### config.mk
export PLATFORM = sky130hd
export DESIGN_NAME = pwm_timer8
export DESIGN_NICKNAME = d
export VERILOG_FILES = /design/src/rtl/pwmt_pkg.sv /design/src/rtl/pwmt_counter.sv /design/src/rtl/pwmt_cmpbuf.sv /design/src/rtl/pwmt_wave.sv /design/src/rtl/pwm_timer8.sv
export SDC_FILE = /design/constraint.sdc
export NUM_CORES = 1
export LEC_CHECK = 0
export BUFFER_PORTS_ARGS = -buffer_cell sky130_fd_sc_hd__buf_2
export CAP_MARGIN = 20
export CORE_ASPECT_RATIO = 1.1
export CORE_MARGIN = 3
export CORE_UTILIZATION = 30
export CTS_CLUSTER_SIZE = 8
export DETAILED_ROUTE_END_ITERATION = 8
export GPL_ROUTABILITY_DRIVEN = 0
export HOLD_SLACK_MARGIN = 0.1
export SLEW_MARGIN = 15
export SYNTH_ARGS = -nofsm -noshare
export SYNTH_HDL_FRONTEND = slang
export SYNTH_SLANG_ARGS = --single-unit
### constraint.sdc
create_clock -name clk -period 3.2 [get_ports clk]
set_clock_uncertainty 0.1 [all_clocks]
set_input_delay 0 -clock clk [delete_from_list [all_inputs] [get_ports clk]]
set_output_delay 0 -clock clk [all_outputs]
set_load 0.005 [all_outputs]
### src/rtl/pwmt_pkg.sv
package pwmt_pkg;
  typedef enum logic [1:0] {SH_FREE, SH_CTC, SH_FAST, SH_DUAL} shape_e;

  function automatic shape_e shape_of(input logic [2:0] m);
    case (m)
      3'd1, 3'd5: return SH_DUAL;
      3'd2:       return SH_CTC;
      3'd3, 3'd7: return SH_FAST;
      default:    return SH_FREE;
    endcase
  endfunction

  function automatic logic top_from_a(input logic [2:0] m);
    return (m == 3'd2) || (m == 3'd5) || (m == 3'd7);
  endfunction

  function automatic logic writes_direct(input shape_e s);
    return (s == SH_FREE) || (s == SH_CTC);
  endfunction
endpackage

### src/rtl/pwmt_counter.sv
module pwmt_counter
  import pwmt_pkg::*;
#(
  parameter int CW = 8
) (
  input  logic          clk,
  input  logic          rst_n,
  input  logic          tick,
  input  shape_e        shape,
  input  logic [CW-1:0] top_val,
  output logic [CW-1:0] cnt_q,
  output logic          up_q,
  output logic          at_top,
  output logic          at_max,
  output logic          at_bot
);
  localparam logic [CW-1:0] CMAX = '1;
  localparam logic [CW-1:0] ONE  = CW'(1);

  logic [CW-1:0] cnt_n;
  logic          up_n;

  function automatic logic [CW-1:0] dual_step(input logic [CW-1:0] c,
                                              input logic up,
                                              input logic [CW-1:0] t);
    if (up) return (c == t) ? ((t == '0) ? '0 : t - ONE) : c + ONE;
    return (c == '0) ? ONE : c - ONE;
  endfunction

  assign at_top = tick && (cnt_q == top_val) && (shape != SH_DUAL || up_q);
  assign at_max = tick && (cnt_q == CMAX);
  assign at_bot = tick && (shape == SH_DUAL) && !up_q && (cnt_q == '0);

  always_comb begin
    cnt_n = cnt_q;
    up_n  = 1'b1;
    case (shape)
      SH_DUAL: begin
        cnt_n = dual_step(cnt_q, up_q, top_val);
        if (up_q) up_n = (cnt_q != top_val);
        else      up_n = (cnt_q == '0);
      end
      SH_CTC, SH_FAST: cnt_n = (cnt_q == top_val) ? '0 : cnt_q + ONE;
      default:         cnt_n = cnt_q + ONE;
    endcase
  end

  always_ff @(posedge clk or negedge rst_n) begin
    if (!rst_n) begin
      cnt_q <= '0;
      up_q  <= 1'b1;
    end else if (tick) begin
      cnt_q <= cnt_n;
      up_q  <= up_n;
    end
  end


  hold_no_tick_chk: assert property (@(posedge clk) disable iff (!rst_n)
    !tick |=> $stable(cnt_q) && $stable(up_q));

  clear_after_top_chk: assert property (@(posedge clk) disable iff (!rst_n)
    tick && (shape == SH_CTC || shape == SH_FAST) && cnt_q == top_val |=> cnt_q == '0);

  free_inc_chk: assert property (@(posedge clk) disable iff (!rst_n)
    tick && shape == SH_FREE |=> cnt_q == $past(cnt_q) + ONE);

  dual_turn_chk: assert property (@(posedge clk) disable iff (!rst_n)
    tick && shape == SH_DUAL && up_q && cnt_q == top_val && top_val != '0
    |=> !up_q && cnt_q == $past(top_val) - ONE);
endmodule

### src/rtl/pwmt_cmpbuf.sv
module pwmt_cmpbuf #(
  parameter int CW = 8
) (
  input  logic          clk,
  input  logic          rst_n,
  input  logic          wr,
  input  logic [CW-1:0] wdata,
  input  logic          direct,
  input  logic          upd_evt,
  output logic [CW-1:0] act_q
);
  logic [CW-1:0] shadow_q;

  always_ff @(posedge clk or negedge rst_n) begin
    if (!rst_n) begin
      shadow_q <= '0;
      act_q    <= '0;
    end else begin
      if (wr) shadow_q <= wdata;
      if (direct) begin
        if (wr) act_q <= wdata;
      end else if (upd_evt) begin
        act_q <= shadow_q;
      end
    end
  end


  direct_write_chk: assert property (@(posedge clk) disable iff (!rst_n)
    wr && direct |=> act_q == $past(wdata));

  buffered_hold_chk: assert property (@(posedge clk) disable iff (!rst_n)
    !direct && !upd_evt |=> $stable(act_q));
endmodule

### src/rtl/pwmt_wave.sv
module pwmt_wave
  import pwmt_pkg::*;
#(
  parameter int CW = 8
) (
  input  logic          clk,
  input  logic          rst_n,
  input  logic          tick,
  input  shape_e        shape,
  input  logic [1:0]    com,
  input  logic [CW-1:0] cnt,
  input  logic          up,
  input  logic [CW-1:0] ocrb,
  input  logic [CW-1:0] top_val,
  input  logic          at_top,
  output logic          pin_q,
  output logic          wave
);
  logic match_b;
  logic pin_n;

  assign match_b = tick && (cnt == ocrb);

  function automatic logic pin_step(input shape_e s, input logic [1:0] c,
                                    input logic p, input logic m,
                                    input logic t, input logic u,
                                    input logic eq_top);
    logic r;
    r = p;
    case (s)
      SH_DUAL:
        if (c[1]) begin
          if (eq_top) begin
            if (t) r = ~c[0];
          end else if (m) begin
            r = u ? c[0] : ~c[0];
          end
        end
      SH_FAST:
        if (c[1]) begin
          if (t)      r = ~c[0];
          else if (m) r = c[0];
        end
      default:
        if (m) begin
          case (c)
            2'b01:   r = ~p;
            2'b10:   r = 1'b0;
            2'b11:   r = 1'b1;
            default: r = p;
          endcase
        end
    endcase
    return r;
  endfunction

  assign pin_n = pin_step(shape, com, pin_q, match_b, at_top, up, ocrb == top_val);
  assign wave  = (com == 2'b00) ? 1'b0 : pin_q;

  always_ff @(posedge clk or negedge rst_n) begin
    if (!rst_n) pin_q <= 1'b0;
    else        pin_q <= pin_n;
  end


  dual_up_clear_chk: assert property (@(posedge clk) disable iff (!rst_n)
    match_b && shape == SH_DUAL && com == 2'b10 && ocrb != top_val && up |=> !pin_q);

  dual_top_case_chk: assert property (@(posedge clk) disable iff (!rst_n)
    at_top && shape == SH_DUAL && com == 2'b11 && ocrb == top_val |=> !pin_q);

  fast_wrap_set_chk: assert property (@(posedge clk) disable iff (!rst_n)
    at_top && shape == SH_FAST && com == 2'b10 |=> pin_q);

  off_low_chk: assert property (@(posedge clk) disable iff (!rst_n)
    com == 2'b00 |-> !wave);
endmodule

### src/rtl/pwm_timer8.sv
module pwm_timer8
  import pwmt_pkg::*;
#(
  parameter int CW = 8
) (
  input  logic          clk,
  input  logic          rst_n,
  input  logic          tick,
  input  logic [2:0]    mode,
  input  logic [1:0]    com_b,
  input  logic          wr_a,
  input  logic          wr_b,
  input  logic [CW-1:0] wdata,
  input  logic          clr_ovf,
  input  logic          clr_mata,
  input  logic          clr_matb,
  output logic [CW-1:0] count,
  output logic          ovf_flag,
  output logic          mata_flag,
  output logic          matb_flag,
  output logic          wave_b
);
  localparam logic [CW-1:0] CMAX = '1;

  shape_e        shape;
  logic [CW-1:0] ocra_act, ocrb_act, top_val, cnt;
  logic          up, at_top, at_max, at_bot, direct;
  logic          ovf_evt, match_a, match_b, pin;

  assign shape   = shape_of(mode);
  assign direct  = writes_direct(shape);
  assign top_val = top_from_a(mode) ? ocra_act : CMAX;

  pwmt_counter #(.CW(CW)) u_cnt (
    .clk(clk), .rst_n(rst_n), .tick(tick), .shape(shape), .top_val(top_val),
    .cnt_q(cnt), .up_q(up), .at_top(at_top), .at_max(at_max), .at_bot(at_bot));

  pwmt_cmpbuf #(.CW(CW)) u_buf_a (
    .clk(clk), .rst_n(rst_n), .wr(wr_a), .wdata(wdata), .direct(direct),
    .upd_evt(at_top), .act_q(ocra_act));

  pwmt_cmpbuf #(.CW(CW)) u_buf_b (
    .clk(clk), .rst_n(rst_n), .wr(wr_b), .wdata(wdata), .direct(direct),
    .upd_evt(at_top), .act_q(ocrb_act));

  pwmt_wave #(.CW(CW)) u_wave (
    .clk(clk), .rst_n(rst_n), .tick(tick), .shape(shape), .com(com_b),
    .cnt(cnt), .up(up), .ocrb(ocrb_act), .top_val(top_val), .at_top(at_top),
    .pin_q(pin), .wave(wave_b));

  assign ovf_evt = (shape == SH_DUAL) ? at_bot : ((mode == 3'd7) ? at_top : at_max);
  assign match_a = tick && (cnt == ocra_act);
  assign match_b = tick && (cnt == ocrb_act);
  assign count   = cnt;

  always_ff @(posedge clk or negedge rst_n) begin
    if (!rst_n) begin
      ovf_flag  <= 1'b0;
      mata_flag <= 1'b0;
      matb_flag <= 1'b0;
    end else begin
      ovf_flag  <= ovf_evt | (ovf_flag & ~clr_ovf);
      mata_flag <= match_a | (mata_flag & ~clr_mata);
      matb_flag <= match_b | (matb_flag & ~clr_matb);
    end
  end


  ovf_set_chk: assert property (@(posedge clk) disable iff (!rst_n)
    ovf_evt |=> ovf_flag);

  mata_clear_chk: assert property (@(posedge clk) disable iff (!rst_n)
    clr_mata && !match_a |=> !mata_flag);

  matb_set_chk: assert property (@(posedge clk) disable iff (!rst_n)
    match_b |=> matb_flag);

  ovf_sticky_chk: assert property (@(posedge clk) disable iff (!rst_n)
    ovf_flag && !clr_ovf |=> ovf_flag);

  free_set_chk: assert property (@(posedge clk) disable iff (!rst_n)
    match_b && direct && com_b == 2'b11 |=> pin);
endmodule

==> impl_metrics.yaml, run 1 <==
cts:
  numCtsBuffers: 5
  post-cts-setup-buffers: 0
  worst_skew_pair.late_latency_ps: 290
  cts_buffer_depth: 2
  clk_pin_slew_worst_paths_ps: 70
  htreeDepth: 2
  clock_sinks: 45
  cts-root-buf: "clkbuf_16"
  cts_tree: "done"
sta:
  fmax_mhz: 339
  fin_crit_ps: 2950
  drv_slew: 0
  rsz0062_at_grt: "no"
  relSlewSlack_pct: 41.1
  fin_crit_sh_pct: 92.1
  hold_violations: 0
  worst_pin_slew_ps: 880
  setup-violations-final: 0
  fin_setup_tns_ps: 0
finish:
  nets: 468
  final_area_mm2: 0.00406
  fin_util_pct: 38.0
  final_common_cell: "a21oi_1"
  instances_no_fill: 582
  final_cell_mix: "a21oi_1 (49), dfrtp_1 (44), nor2_1 (34)"
  diodes: 0
  drive_above_1_share_pct: 19.4
  nFillCells: 1091
  area_growth_pct: 20.4
die:
  initial_utilization_pct: 31.5
  die_h_um: 117
  ios: 33
  num_rows: 39
  dieArea_mm2: 0.0125
  die_w_um: 107
  fp.coreArea_mm2: 0.0107
place:
  postPlaceCellArea_mm2: 0.00370
  io_buffers: 32
  dp_cells: 555
  dp_hpwl_um: 6720
logic_synthesis:
  synth_fp_nets: 424
  synthFlopType: "dfrtp_1"
  synthSimpleGateAreaFrac_pct: 19.5
  yosys_warnings: 0
  synth_edf_count: 0
  synth_compound_area_share_pct: 22.3
  syn_area_per_cell_um2: 8.56
  synthMuxAreaShare_pct: 7.87
  yosysUniqueCellTypes: 59
  syn_inst: 394
  ys_ff_latch: 45
  yosysSeqAreaShare_pct: 33.4
  synth_top_family_by_area: "compound AO/OA/AOI/OAI gates"
  synth_async_sr_flop_share_pct: 100
  netlist_area_mm2: 0.00337
  synth_xor_area_share_pct: 8.31
  yosys.area_share.adder_pct: 3.34
detailed_routing:
  avgRoutedWirePerCell_um: 15.9
  drt-pass1-iter-count: 5
  drc: 0
  vias_per_cell: 5.37
  first_iter_violations: 280
  wl_um: 9250
  ant_nets: 0
  via_count: 3125
status:
  status: "finished, final reports clean"
power_and_ir_drop:
  p_leak_nw: 1.65
  pwr-share-clk_pct: 25.9
  p_sw_share_pct: 36.7
  internal_power_w: 0.00134
  p_per_area_mw_per_mm2: 521
  irDropWorstVdd_mv: 0.307
  power_frac_seq_pct: 37.5
  p_comb_share_pct: 36.6
  power_switching_w: 0.000776
grt:
  grt_usage_pct: 15.3
  grt-ovfl-total: 0
  grt_pass1_vias: 3112
  grt_max_degree: 46
  grt_antenna_before_repair: 0
  grt_pass1_wl_um: 15400
worst_setup_path:
  worst-setup-path-type: "reg -> reg"
  r2r_slack_ps: 250
  cp-end-kind: "register"
  start_kind: "register"
  arrival_ps: 3080
  cp_slowest_stage_delay_ps: 530
  r2r_start: "u_buf_a.act_q[4]"
  required_ps: 3330
  crit_slowest_cell: "or4b_4"
  crit_path_start: "u_buf_a.act_q[4]"
  cp_max_fo: 9
  crit_chain: "nor4bb_1, a21oi_1, o22ai_1, or4b_4, nor3_4, a31oi_1, nor2_1, a221o_1, dlygate4sd3_1"
run:
  maxCapViolCount: 0
worst_hold_path:
  min-delay-path-class: "in -> async"
-- logic make-up after synthesis --
| family | count (synthesis) |
|---|---|
| XOR/XNOR | 32 |
| AO/OA/AOI/OAI | 116 |
| flip-flops | 45 |
| multiplexers | 24 |
| buffers and inverters | 44 |
| adder cells (fa/ha/maj) | 9 |
| AND/OR/NAND/NOR | 124 |
-- layout make-up --
class                      count  area (um^2)  share of cell area, %
clock buffer                   6          139                   3.42
clock inverter                 2         16.3                  0.401
inverter                      15         56.3                   1.39
multi-input combinational    305         2070                   50.9
sequential                    45         1130                   27.8
tap                          143          179                   4.41
timing repair buffer          66          473                   11.7
-- power by group through the flow --
stage	Combinational (W)	Sequential, W	Clock (W)
6_report	0.000773	0.000792	0.000547
3_5_place_dp	0.000741	0.000799	0
3_3_place_gp	0.000733	0.000796	0
4_1_cts	0.000766	0.000789	0.000562
2_1_floorplan	0.000571	0.000731	0
5_1_grt	0.000867	0.000806	0.000586
-- flip-flops by register name, indices dropped and copies added, names as in the netlist --
| register | cells |
|---|---|
| u_buf_a.act_q | 8 |
| u_buf_a.shadow_q | 8 |
| u_buf_b.act_q | 8 |
| u_buf_b.shadow_q | 8 |
| u_cnt.cnt_q | 8 |
| mata_flag | 1 |
| matb_flag | 1 |
| ovf_flag | 1 |
| u_cnt.up_q | 1 |
| u_wave.pin_q | 1 |
-- worst paths after layout --
check / depth (start not counted) / endpoint
min in group clk: 5 / u_wave.pin_q
max reg2reg: 9 / ovf_flag
min: 2 / u_cnt.cnt_q[7]
max: 9 / ovf_flag
min reg2reg: 1 / matb_flag
max in group asynchronous: 3 / u_cnt.up_q
-- worst max-delay path, delay by kind of cell (launching register included) --
kind	cells	cell delay [ps]
buffers and inverters	1	530
DFF	1	500
AOI/OAI and AO/OA	4	460
and+or+nand+nor	4	1280
-- cells in the mapped netlist (3+ instances only) --
master     n  area [um^2]
a21o_1     3         22.5
a21oi_1   49          245
a221o_1    5         50.1
a31oi_1    4         25.0
a32o_1     4         40.0
and3_1     6         37.5
buf_2      3         15.0
clkbuf_1  24         90.1
dfrtp_1   44         1100
ha_1       9          113
inv_1     14         52.6
mux2_2    20          225
mux2i_1    4         40.0
nand2_1   21         78.8
nand2b_1   6         37.5
nand3_1    7         35.0
nand4_1    3         18.8
nor2_1    34          128
nor2b_1   16          100
nor3_1     8         40.0
nor3b_1    3         22.5
nor4_1     6         37.5
o21a_1     4         30.0
o21ai_0   15         75.1
o22ai_1    6         37.5
o31ai_1    5         37.5
xnor2_1   25          219
xor2_1     7         61.3
-- per-layer routing --
metal	global-route usage (%)	part of all wire, %	vias up
met5	0	0	-
met4	4.35	2.1	0
met3	3.02	7.5	19
met2	25.7	47	131
met1	20.2	43	1467
li1	-	-	1508
-- through the flow --
| stage | hold WS, ps | total power [W] | worst slack (ps) |
|---|---|---|---|
| after CTS | 217 | 0.00212 | 236 |
| after detailed placement | 96.6 | 0.00154 | 364 |
| after global placement | 88.0 | 0.00153 | 436 |
| final | 82.4 | 0.00211 | 252 |
| after global routing | 140 | 0.00226 | 35.3 |
| after floorplan | -396 | 0.00130 | 397 |
-- repair_timing --
item | 4_1_cts | 5_1_grt
endpoints found under the setup margin | 0 | 0
gates resized for setup | 0 | 0
endpoints found under the hold margin | 72 | 0
hold buffers | 18 | 0
(Power assumes the default switching activity.)
==> run 2: changes to the inputs <==
clock period = 2.98 ns   (was 3.2 ns; I/O delays follow)
==> run 2 against run 1 <==
Critical path depth increased by 1. Clock-buffer cell count unchanged. Largest cell class unchanged. Register-to-register slack worse by 20 ps. Sequential cell count is the same. Combinational power increased by 14%. Final cell count increased by 1.7%.
==> impl_metrics.yaml, run 2 (synthesized netlist as in run 1, its figures left out) <==
cts:
  cts-root-buf: "clkbuf_16"
  worst_skew_pair.late_latency_ps: 290
  clock_sinks: 45
  htreeDepth: 2
  numCtsBuffers: 5
  cts_buffer_depth: 2
  clk_pin_slew_worst_paths_ps: 70
  cts_tree: "done"
sta:
  hold_violations: 0
  worst_pin_slew_ps: 601
  fin_crit_sh_pct: 92.2
  relSlewSlack_pct: 59.8
  rsz0062_at_grt: "no"
  fin_crit_ps: 2750
  drv_slew: 0
  fin_setup_tns_ps: 0
  fmax_mhz: 364
  setup-violations-final: 0
worst_setup_path:
  r2r-end: "ovf_flag"
  arrival_ps: 2820
  worstSetupEndpoint: "ovf_flag"
  worst-setup-path-type: "reg -> reg"
  crit_path_start: "u_buf_a.act_q[3]"
  start_kind: "register"
  r2r_slack_ps: 230
  cp_max_fo: 7
  rr_worst_depth: 10
  cp-end-kind: "register"
  r2r_start: "u_buf_a.act_q[3]"
  required_ps: 3050
grt:
  grt_max_degree: 46
  grt-ovfl-total: 0
  grt_antenna_before_repair: 0
  grt_usage_pct: 15.6
  grt_pass1_vias: 3047
  grt_pass1_wl_um: 15700
power_and_ir_drop:
  p_comb_share_pct: 38.1
  pwr-share-clk_pct: 25.7
  p_per_area_mw_per_mm2: 555
  p_leak_nw: 1.70
  internal_power_w: 0.00146
  p_sw_share_pct: 36.7
  power_frac_seq_pct: 36.2
  power_switching_w: 0.000848
  irDropWorstVdd_mv: 0.273
detailed_routing:
  avgRoutedWirePerCell_um: 15.7
  first_iter_violations: 233
  via_count: 3085
  drt-pass1-iter-count: 4
  wl_um: 9320
  ant_nets: 0
  vias_per_cell: 5.21
  drc: 0
place:
  postPlaceCellArea_mm2: 0.00376
  dp_hpwl_um: 6750
  io_buffers: 32
  dp_cells: 561
die:
  num_rows: 39
  die_w_um: 107
  die_h_um: 117
  fp.coreArea_mm2: 0.0107
  dieArea_mm2: 0.0125
  ios: 33
  initial_utilization_pct: 31.5
finish:
  final_cell_mix: "a21oi_1 (49), dfrtp_1 (43), nor2_1 (34)"
  final_common_cell: "a21oi_1"
  nFillCells: 1096
  drive_above_1_share_pct: 20.9
  nets: 478
  fin_util_pct: 39.0
  area_growth_pct: 23.5
  diodes: 0
  multiInputGateArea_mm2: 0.00207
  instances_no_fill: 592
  final_area_mm2: 0.00416
  seqCellArea_mm2: 0.00113
status:
  status: "finished, final reports clean"
run:
  maxCapViolCount: 0
worst_hold_path:
  min-delay-path-class: "in -> reg"
==> run 2: cell type report <==
class                   instances  share of cell area [%]
clock buffers                   6                    3.34
clock inverters                 2                   0.421
inverters                      15                    1.35
multi-input cells             305                    49.8
flip-flops and latches         45                    27.1
well taps                     143                    4.30
repair buffers                 76                    13.6
==> run 2: stage by stage <==
stage / setup slack [ps] / power (W) / hold WS, ps
CTS: 50.3 / 0.00231 / 224
global placement: 224 / 0.00167 / 88.5
global route: 59.7 / 0.00248 / 269
detailed placement: 128 / 0.00168 / 101
finish: 232 / 0.00231 / 222
floorplan: 177 / 0.00140 / -396
==> run 2: per-layer routing <==
metal  global-route usage [%]  part of all wire (%)  wire [um]
met2                     25.8                    47       4360
met5                        0                     0          0
met1                     21.1                    48       4450
met3                     2.41                   4.3        404
met4                     4.77                   1.2        108
==> run 2: timing repair <==
action,in CTS,in global routing
setup buffers,0,1
resized for setup,0,2
endpoints found under the setup margin,0,1
hold buffers,20,1
endpoints found under the hold margin,77,10
==> run 2: critical path, cell delays in order, from the launching register on <==
cell and delay (ps):
dfrtp_1 470, nor2b_1 160, a2111oi_0 70, buf_4 160, a21o_1 190, a32oi_2 310
nor3_4 80, a31oi_1 200, nor2_1 70, a221o_1 260, dlygate4sd3_1 550
==> run 2: worst min-delay path by stage <==
stage                  start           end  slack (ps)  cells after the start
floorplan              rst_n     mata_flag        -400                      0
global placement    clr_mata     mata_flag          90                      2
detailed placement  clr_mata     mata_flag         100                      2
CTS                 com_b[0]  u_wave.pin_q         220                      5
global route        com_b[0]  u_wave.pin_q         270                      5
finish              com_b[0]  u_wave.pin_q         220                      5
==> run 2: power groups by stage <==
stage	Sequential, W	Combinational, W	Clock [W]
2_1_floorplan	0.000785	0.000613	0
3_3_place_gp	0.000840	0.000828	0
3_5_place_dp	0.000843	0.000837	0
4_1_cts	0.000832	0.000868	0.000609
5_1_grt	0.000853	0.000979	0.000644
6_report	0.000835	0.000880	0.000594
